### config.mk
export PLATFORM = sky130hd
export DESIGN_NAME = uart_rx_os
export DESIGN_NICKNAME = d
export VERILOG_FILES = /design/src/rtl/uart_rx_pkg.sv /design/src/rtl/rx_line_sync.sv /design/src/rtl/rx_frame_engine.sv /design/src/rtl/rx_char_fifo.sv /design/src/rtl/uart_rx_os.sv
export SDC_FILE = /design/constraint.sdc
export NUM_CORES = 1
export LEC_CHECK = 0
export ABC_AREA = 1
export BUFFER_PORTS_ARGS = -buffer_cell sky130_fd_sc_hd__buf_4
export CORE_UTILIZATION = 50
export CTS_BUF_LIST = sky130_fd_sc_hd__clkbuf_8
export CTS_CLUSTER_DIAMETER = 200
export DETAILED_ROUTE_END_ITERATION = 16
export PLACE_DENSITY = 0.68
export SLEW_MARGIN = 10
export SYNTH_ARGS = -nofsm -noshare
export SYNTH_HDL_FRONTEND = slang
export SYNTH_SLANG_ARGS = --single-unit
### constraint.sdc
create_clock -name clk -period 2.89 [get_ports clk]
set_input_delay 0.578 -clock clk [delete_from_list [all_inputs] [get_ports clk]]
set_output_delay 0.578 -clock clk [all_outputs]
set_load 0.01 [all_outputs]
### src/rtl/uart_rx_pkg.sv
package uart_rx_pkg;
    typedef enum logic [1:0] {
        ST_HUNT  = 2'd0,
        ST_START = 2'd1,
        ST_DATA  = 2'd2,
        ST_STOP  = 2'd3
    } rx_state_e;
endpackage

### src/rtl/rx_line_sync.sv
module rx_line_sync #(
    parameter int STAGES = 2
) (
    input  logic clk,
    input  logic rst_n,
    input  logic d_in,
    output logic d_out
);
    logic [STAGES-1:0] sh_d, sh_q;

    always_comb begin
        sh_d = {sh_q[STAGES-2:0], d_in};
    end

    always_ff @(posedge clk or negedge rst_n) begin
        if (!rst_n) sh_q <= '1;
        else        sh_q <= sh_d;
    end

    assign d_out = sh_q[STAGES-1];
endmodule

### src/rtl/rx_frame_engine.sv
module rx_frame_engine
    import uart_rx_pkg::*;
#(
    parameter int DATA_BITS = 8,
    parameter int OSR_NORM  = 16,
    parameter int OSR_FAST  = 8
) (
    input  logic                 clk,
    input  logic                 rst_n,
    input  logic                 enable,
    input  logic                 fast_mode,
    input  logic                 os_tick,
    input  logic                 line,
    output logic                 push,
    output logic [DATA_BITS-1:0] push_data,
    output logic                 push_ferr
);
    localparam int CNT_W = $clog2(OSR_NORM + 1);
    localparam int BIT_W = (DATA_BITS > 1) ? $clog2(DATA_BITS) : 1;
    localparam logic [BIT_W-1:0] LAST_BIT = BIT_W'(DATA_BITS - 1);

    typedef struct packed {
        rx_state_e            state;
        logic [CNT_W-1:0]     cnt;
        logic [BIT_W-1:0]     bitidx;
        logic [DATA_BITS-1:0] shreg;
        logic                 v0;
        logic                 v1;
        logic                 prev;
        logic                 push;
        logic                 ferr;
    } eng_t;

    eng_t q, d;
    logic [CNT_W-1:0] osr, mid, idx;
    logic             maj;

    always_comb begin
        d      = q;
        d.push = 1'b0;
        osr    = fast_mode ? CNT_W'(OSR_FAST) : CNT_W'(OSR_NORM);
        mid    = osr >> 1;
        idx    = q.cnt + CNT_W'(1);
        maj    = (q.v0 & q.v1) | (q.v0 & line) | (q.v1 & line);
        if (!enable) begin
            d.state  = ST_HUNT;
            d.cnt    = '0;
            d.bitidx = '0;
            d.prev   = 1'b0;
        end else if (os_tick) begin
            d.prev = line;
            if (q.state == ST_HUNT) begin
                if (q.prev && !line) begin
                    d.state = ST_START;
                    d.cnt   = CNT_W'(1);
                end
            end else begin
                d.cnt = idx;
                if (idx == mid)               d.v0 = line;
                if (idx == mid + CNT_W'(1))   d.v1 = line;
                if (idx == mid + CNT_W'(2)) begin
                    unique case (q.state)
                        ST_START: if (maj) begin
                            d.state = ST_HUNT;
                            d.cnt   = '0;
                        end
                        ST_DATA:  d.shreg = {maj, q.shreg[DATA_BITS-1:1]};
                        ST_STOP: begin
                            d.push  = 1'b1;
                            d.ferr  = ~maj;
                            d.state = ST_HUNT;
                            d.cnt   = '0;
                        end
                        default: ;
                    endcase
                end
                if (idx >= osr && d.state != ST_HUNT) begin
                    d.cnt = '0;
                    unique case (q.state)
                        ST_START: begin
                            d.state  = ST_DATA;
                            d.bitidx = '0;
                        end
                        ST_DATA: begin
                            if (q.bitidx == LAST_BIT) d.state = ST_STOP;
                            else d.bitidx = q.bitidx + BIT_W'(1);
                        end
                        default: d.state = ST_HUNT;
                    endcase
                end
            end
        end
    end

    always_ff @(posedge clk or negedge rst_n) begin
        if (!rst_n) begin
            q.state  <= ST_HUNT;
            q.cnt    <= '0;
            q.bitidx <= '0;
            q.shreg  <= '0;
            q.v0     <= 1'b0;
            q.v1     <= 1'b0;
            q.prev   <= 1'b0;
            q.push   <= 1'b0;
            q.ferr   <= 1'b0;
        end else begin
            q <= d;
        end
    end

    assign push      = q.push;
    assign push_data = q.shreg;
    assign push_ferr = q.ferr;

    // a low enable abandons the frame at the next edge
    p_abort_on_disable_r9: assert property (@(posedge clk) disable iff (!rst_n)
        !enable |=> (q.state == ST_HUNT));
    // a character is only produced out of the stop-bit phase
    p_push_from_stop_r5: assert property (@(posedge clk) disable iff (!rst_n)
        q.push |-> $past(q.state == ST_STOP));
    // the sample index never runs past the longest bit
    p_cnt_bound_r1: assert property (@(posedge clk) disable iff (!rst_n)
        q.cnt <= CNT_W'(OSR_NORM));
    // a start is never taken without a high sample first
    p_start_needs_high_r10: assert property (@(posedge clk) disable iff (!rst_n)
        (q.state == ST_HUNT && enable && os_tick && !q.prev) |=> (q.state == ST_HUNT));
endmodule

### src/rtl/rx_char_fifo.sv
module rx_char_fifo #(
    parameter int WIDTH = 9,
    parameter int DEPTH = 2
) (
    input  logic             clk,
    input  logic             rst_n,
    input  logic             flush,
    input  logic             push,
    input  logic [WIDTH-1:0] push_word,
    input  logic             pop_req,
    output logic [WIDTH-1:0] out_word,
    output logic             avail,
    output logic             overrun
);
    localparam int PTR_W = (DEPTH > 1) ? $clog2(DEPTH) : 1;
    localparam int CNT_W = $clog2(DEPTH + 1);

    typedef struct packed {
        logic [DEPTH-1:0][WIDTH-1:0] mem;
        logic [PTR_W-1:0]            wr_ptr;
        logic [PTR_W-1:0]            rd_ptr;
        logic [CNT_W-1:0]            count;
        logic [WIDTH-1:0]            out;
        logic                        ovr;
    } fifo_t;

    fifo_t q, d;
    logic pop, full, do_push;

    function automatic logic [PTR_W-1:0] ptr_inc(input logic [PTR_W-1:0] p);
        if (p == PTR_W'(DEPTH - 1)) return '0;
        return p + PTR_W'(1);
    endfunction

    always_comb begin
        d       = q;
        full    = (q.count == CNT_W'(DEPTH));
        pop     = pop_req && (q.count != '0);
        do_push = push && (!full || pop);
        if (flush) begin
            d.wr_ptr = '0;
            d.rd_ptr = '0;
            d.count  = '0;
            d.ovr    = 1'b0;
        end else begin
            if (pop) begin
                d.out    = q.mem[q.rd_ptr];
                d.rd_ptr = ptr_inc(q.rd_ptr);
            end
            if (do_push) begin
                d.mem[q.wr_ptr] = push_word;
                d.wr_ptr        = ptr_inc(q.wr_ptr);
            end
            if (do_push && !pop)      d.count = q.count + CNT_W'(1);
            else if (pop && !do_push) d.count = q.count - CNT_W'(1);
            if (push && full && !pop) d.ovr = 1'b1;
            else if (pop)             d.ovr = 1'b0;
        end
    end

    always_ff @(posedge clk or negedge rst_n) begin
        if (!rst_n) begin
            q.mem    <= '0;
            q.wr_ptr <= '0;
            q.rd_ptr <= '0;
            q.count  <= '0;
            q.out    <= '0;
            q.ovr    <= 1'b0;
        end else begin
            q <= d;
        end
    end

    assign out_word = q.out;
    assign avail    = (q.count != '0);
    assign overrun  = q.ovr;

    // occupancy never exceeds the queue depth
    p_no_overflow_r6: assert property (@(posedge clk) disable iff (!rst_n)
        q.count <= CNT_W'(DEPTH));
    // a flush leaves the queue empty and the loss flag clear
    p_flush_empties_r9: assert property (@(posedge clk) disable iff (!rst_n)
        flush |=> (!avail && !overrun));
    // a push on a full queue without a pop raises the loss flag
    p_overrun_set_r7: assert property (@(posedge clk) disable iff (!rst_n)
        (push && !avail ? 1'b0 : (push && q.count == CNT_W'(DEPTH) && !pop_req && !flush)) |=> overrun);
    // a read of an empty queue leaves the output alone
    p_empty_read_r8: assert property (@(posedge clk) disable iff (!rst_n)
        (pop_req && !avail && !flush) |=> $stable(out_word));
endmodule

### src/rtl/uart_rx_os.sv
module uart_rx_os #(
    parameter int DATA_BITS   = 8,
    parameter int OSR_NORM    = 16,
    parameter int OSR_FAST    = 8,
    parameter int FIFO_DEPTH  = 2,
    parameter int SYNC_STAGES = 2
) (
    input  logic                 clk,
    input  logic                 rst_n,
    input  logic                 rx_line,
    input  logic                 rx_enable,
    input  logic                 fast_mode,
    input  logic                 os_tick,
    input  logic                 rd_strobe,
    output logic [DATA_BITS-1:0] rd_data,
    output logic                 rd_ferr,
    output logic                 data_avail,
    output logic                 overrun,
    output logic                 pin_owned
);
    localparam int WORD_W = DATA_BITS + 1;

    logic                 line_s;
    logic                 push;
    logic [DATA_BITS-1:0] push_data;
    logic                 push_ferr;
    logic [WORD_W-1:0]    out_word;
    logic                 own_d, own_q;

    rx_line_sync #(.STAGES(SYNC_STAGES)) u_sync (
        .clk   (clk),
        .rst_n (rst_n),
        .d_in  (rx_line),
        .d_out (line_s)
    );

    rx_frame_engine #(
        .DATA_BITS (DATA_BITS),
        .OSR_NORM  (OSR_NORM),
        .OSR_FAST  (OSR_FAST)
    ) u_engine (
        .clk       (clk),
        .rst_n     (rst_n),
        .enable    (rx_enable),
        .fast_mode (fast_mode),
        .os_tick   (os_tick),
        .line      (line_s),
        .push      (push),
        .push_data (push_data),
        .push_ferr (push_ferr)
    );

    rx_char_fifo #(
        .WIDTH (WORD_W),
        .DEPTH (FIFO_DEPTH)
    ) u_fifo (
        .clk       (clk),
        .rst_n     (rst_n),
        .flush     (!rx_enable),
        .push      (push),
        .push_word ({push_ferr, push_data}),
        .pop_req   (rd_strobe),
        .out_word  (out_word),
        .avail     (data_avail),
        .overrun   (overrun)
    );

    always_comb own_d = rx_enable;

    always_ff @(posedge clk or negedge rst_n) begin
        if (!rst_n) own_q <= 1'b0;
        else        own_q <= own_d;
    end

    assign pin_owned = own_q;
    assign rd_data   = out_word[DATA_BITS-1:0];
    assign rd_ferr   = out_word[DATA_BITS];

    // pin ownership follows the enable one edge later
    p_pin_release_r9: assert property (@(posedge clk) disable iff (!rst_n)
        !rx_enable |=> !pin_owned);
    p_pin_take_r9: assert property (@(posedge clk) disable iff (!rst_n)
        rx_enable |=> pin_owned);
endmodule

==> metrics.cfg <==
[timing]
clock_skew_ns=0.00653
min_period_ns=2.13
setup_tns_ns=0
finalSetupViolations=0
final-hold-violation-count=0
tightestPinTransition_ns=0.708
max_slew_margin_pct=52.8
rsz0062_at_grt=false
slew_violations=0
fmax_ghz=0.469
fin_crit_sh_pct=73.8

[worst_setup_path]
max_stage_delay_ns=0.44
crit_required_ns=3.13
cp_top_family=simple AND/OR/NAND/NOR gates
path_max_fanout=16
rr_worst_depth=8
cp-start-kind=flop
crit_chain=nand3_1 -> xor2_1 -> ha_1 -> inv_1 -> nand3_4 -> nor2_4 -> nand3_1 -> o21ai_0
critPathLaunch=u_engine.q[18]
path_depth=8
r2r_start=u_engine.q[18]
critPathKind=flop to flop
cp_common_cell=nand3_1
crit_arrival_ns=2.37
path_buf_inv=1
cp_slowest_cell=dfrtp_1
endpoint_kind=flop

[global_route]
grt_pass1_wl_um=8940
track_usage_pct=19.7
antenna_found_initial=0
grt_overflow=0
grt_pass1_vias=1983
grt_max_degree=59

[synth]
yosys_warnings=0
ys_seq_area_share_pct=50.7
yosysTopAreaCellShare_pct=48.8
ys_ff_latch=58
syn-cell-area_mm2=0.00287
syn_area_per_cell_um2=8.75
syn_inst=328
synthDistinctLibCells=33
synth_fp_nets=348
synthMuxAreaShare_pct=0.392
synth_top_cell_by_area=dfrtp_1
synth_top_family_by_area=simple AND/OR/NAND/NOR gates
synth_compound_area_share_pct=13.9
yosys.area_share.adder_pct=5.67
synthTopCellsByArea=dfrtp_1 (49%), nand2_1 (11%), o21ai_0 (7.3%)
synthXorXnorAreaFrac_pct=0.611
yosys.area_share.simple_pct=19.7

[route]
via_count=2074
totalWireLength_um=4960
first_iter_violations=174
drc_errors=0
viasPerCell=4.94
dr.pass1.iters=4
routedWlPerCell_um=11.8
ant_nets=0

[clock_network]
cts_root_buf=clkbuf_8
cts_hold_buf=0
post_cts_buffers=0
cts_made_buffers=9
clk_latency_ns=0.34
cts.sinks=58
clkSlewWorstSetupHoldPaths_ns=0.07
clock_path_buffers=2
post_cts_resized=0
tritoncts=built
htreeDepth=3

[power]
p_sw_share_pct=27.2
power.leakage_nw=1.48
switchingPower_mw=0.590
p_comb_share_pct=18.2
power_frac_seq_pct=44.5
vdd_drop_max_mv=0.300
power_density_mw_per_mm2=672
internal-power_mw=1.58
pwr-share-clk_pct=37.3

[placed_design]
port-buffer-count=18
hpwl_um=3500
gp_congestion=0.935
placed_area_mm2=0.00301

[final_layout]
design_area_mm2=0.00323
nNetsFinal=363
layout_commonest_cell=nand2_1
diodes=0
area_growth_pct=12.4
final_cell_mix=nand2_1 (81), dfrtp_1 (56), inv_1 (43), o21ai_0 (42), buf_4 (19)
drive_gt1_share_pct=16.1

[floorplan]
dieArea_mm2=0.00605
start_util_pct=52.1
core_area_mm2=0.00551
die_w_um=77.8
core.rowCount=27
die_y_um=77.8
boundaryPins=19

[job]
maxCapViolCount=0

[hold_path]
hold_class=input port to async pin

[outcome]
status=complete, no violations

[layout make-up]
| cell class | count | area (µm²) |
|---|---|---|
| Fill cell | 495 | 2280 |
| Clock buffer | 9 | 124 |
| Inverter | 44 | 165 |
| Sequential cell | 58 | 1450 |
| Multi-Input combinational cell | 211 | 1160 |
| Clock inverter | 7 | 93.8 |
| Timing Repair Buffer | 19 | 143 |
| Tap cell | 72 | 90.1 |
[registers in the layout, indices dropped and copies added (netlist names)]
| name | count |
|---|---|
| u_fifo.overrun | 1 |
| u_engine.push | 1 |
| u_fifo.q | 22 |
| u_fifo.out_word | 9 |
| u_engine.push_ferr | 1 |
| u_sync.sh_q | 2 |
| pin_owned | 1 |
| u_engine.q | 13 |
| u_engine.push_data | 8 |
[per-stage QoR]
stage / cells / power, mW / hold WS [ns] / setup WS, ns / utilization [%]
after floorplan: 328 / 1.28 / 0.282 / 1.00 / -
after global routing: 420 / 2.29 / 0.323 / 0.531 / 58.6
after CTS: 420 / 2.20 / 0.314 / 0.765 / 58.6
after detailed placement: 404 / 1.38 / 0.348 / 0.768 / 54.6
final: 420 / 2.17 / 0.280 / 0.757 / 58.6
after global placement: 404 / 1.37 / 0.347 / 0.814 / 54.6
[power groups by stage]
stage | clock (mW) | sequential (mW) | combinational [mW]
3_3_place_gp | 0 | 0.977 | 0.392
5_1_grt | 0.872 | 0.978 | 0.441
2_1_floorplan | 0 | 0.961 | 0.321
4_1_cts | 0.833 | 0.966 | 0.399
6_report | 0.810 | 0.965 | 0.394
3_5_place_dp | 0 | 0.982 | 0.396
[layer usage]
layer	up-vias	part of all wire, %	global-route usage [%]
met5	-	0	0
met4	0	2.3	12.5
met3	9	3.4	4.94
met2	30	42	28.4
met1	955	53	26.3
li1	1080	-	-
[worst register-to-register path, delay by kind of cell, from the launching register on]
kind,cells,cell delay [ns]
buffers and inverters,1,0.10
and+or+nand+nor,4,0.70
AOI/OAI and AO/OA,1,0.32
DFF,1,0.44
xor gates and xnor gates,1,0.21
adders and majority gates,1,0.28
[synth_stat cells (all sizes together)]
master,n
xor2,1
o2111ai,1
o21a,9
ha,13
clkbuf,3
nor2,10
nand2,91
a21o,1
buf,12
nand4,1
nor3,3
dfstp,2
nor3b,2
xnor2,1
mux2,1
o211ai,1
a21oi,4
dfrtp,56
a31oi,2
nand3,18
inv,44
o21ai,50
o22ai,2
[worst paths after layout]
kind | end | slack [ns]
setup / recovery | u_engine.push_data[5] | 0.76
hold / removal | u_fifo.out_word[2] | 0.28
setup reg to reg | u_engine.push_data[5] | 0.76
hold reg to reg | u_sync.sh_q[1] | 0.36
max in group asynchronous | u_engine.q[21] | 2.13
min in group clk | u_sync.sh_q[0] | 0.35
[kinds of logic after synthesis]
family,after synthesis
fa+ha+maj,13
mux,1
simple gates,125
buf+inv,59
flops,58
compound gates,70
xor+xnor,2
Note: power is estimated with default switching activity, not from simulation.
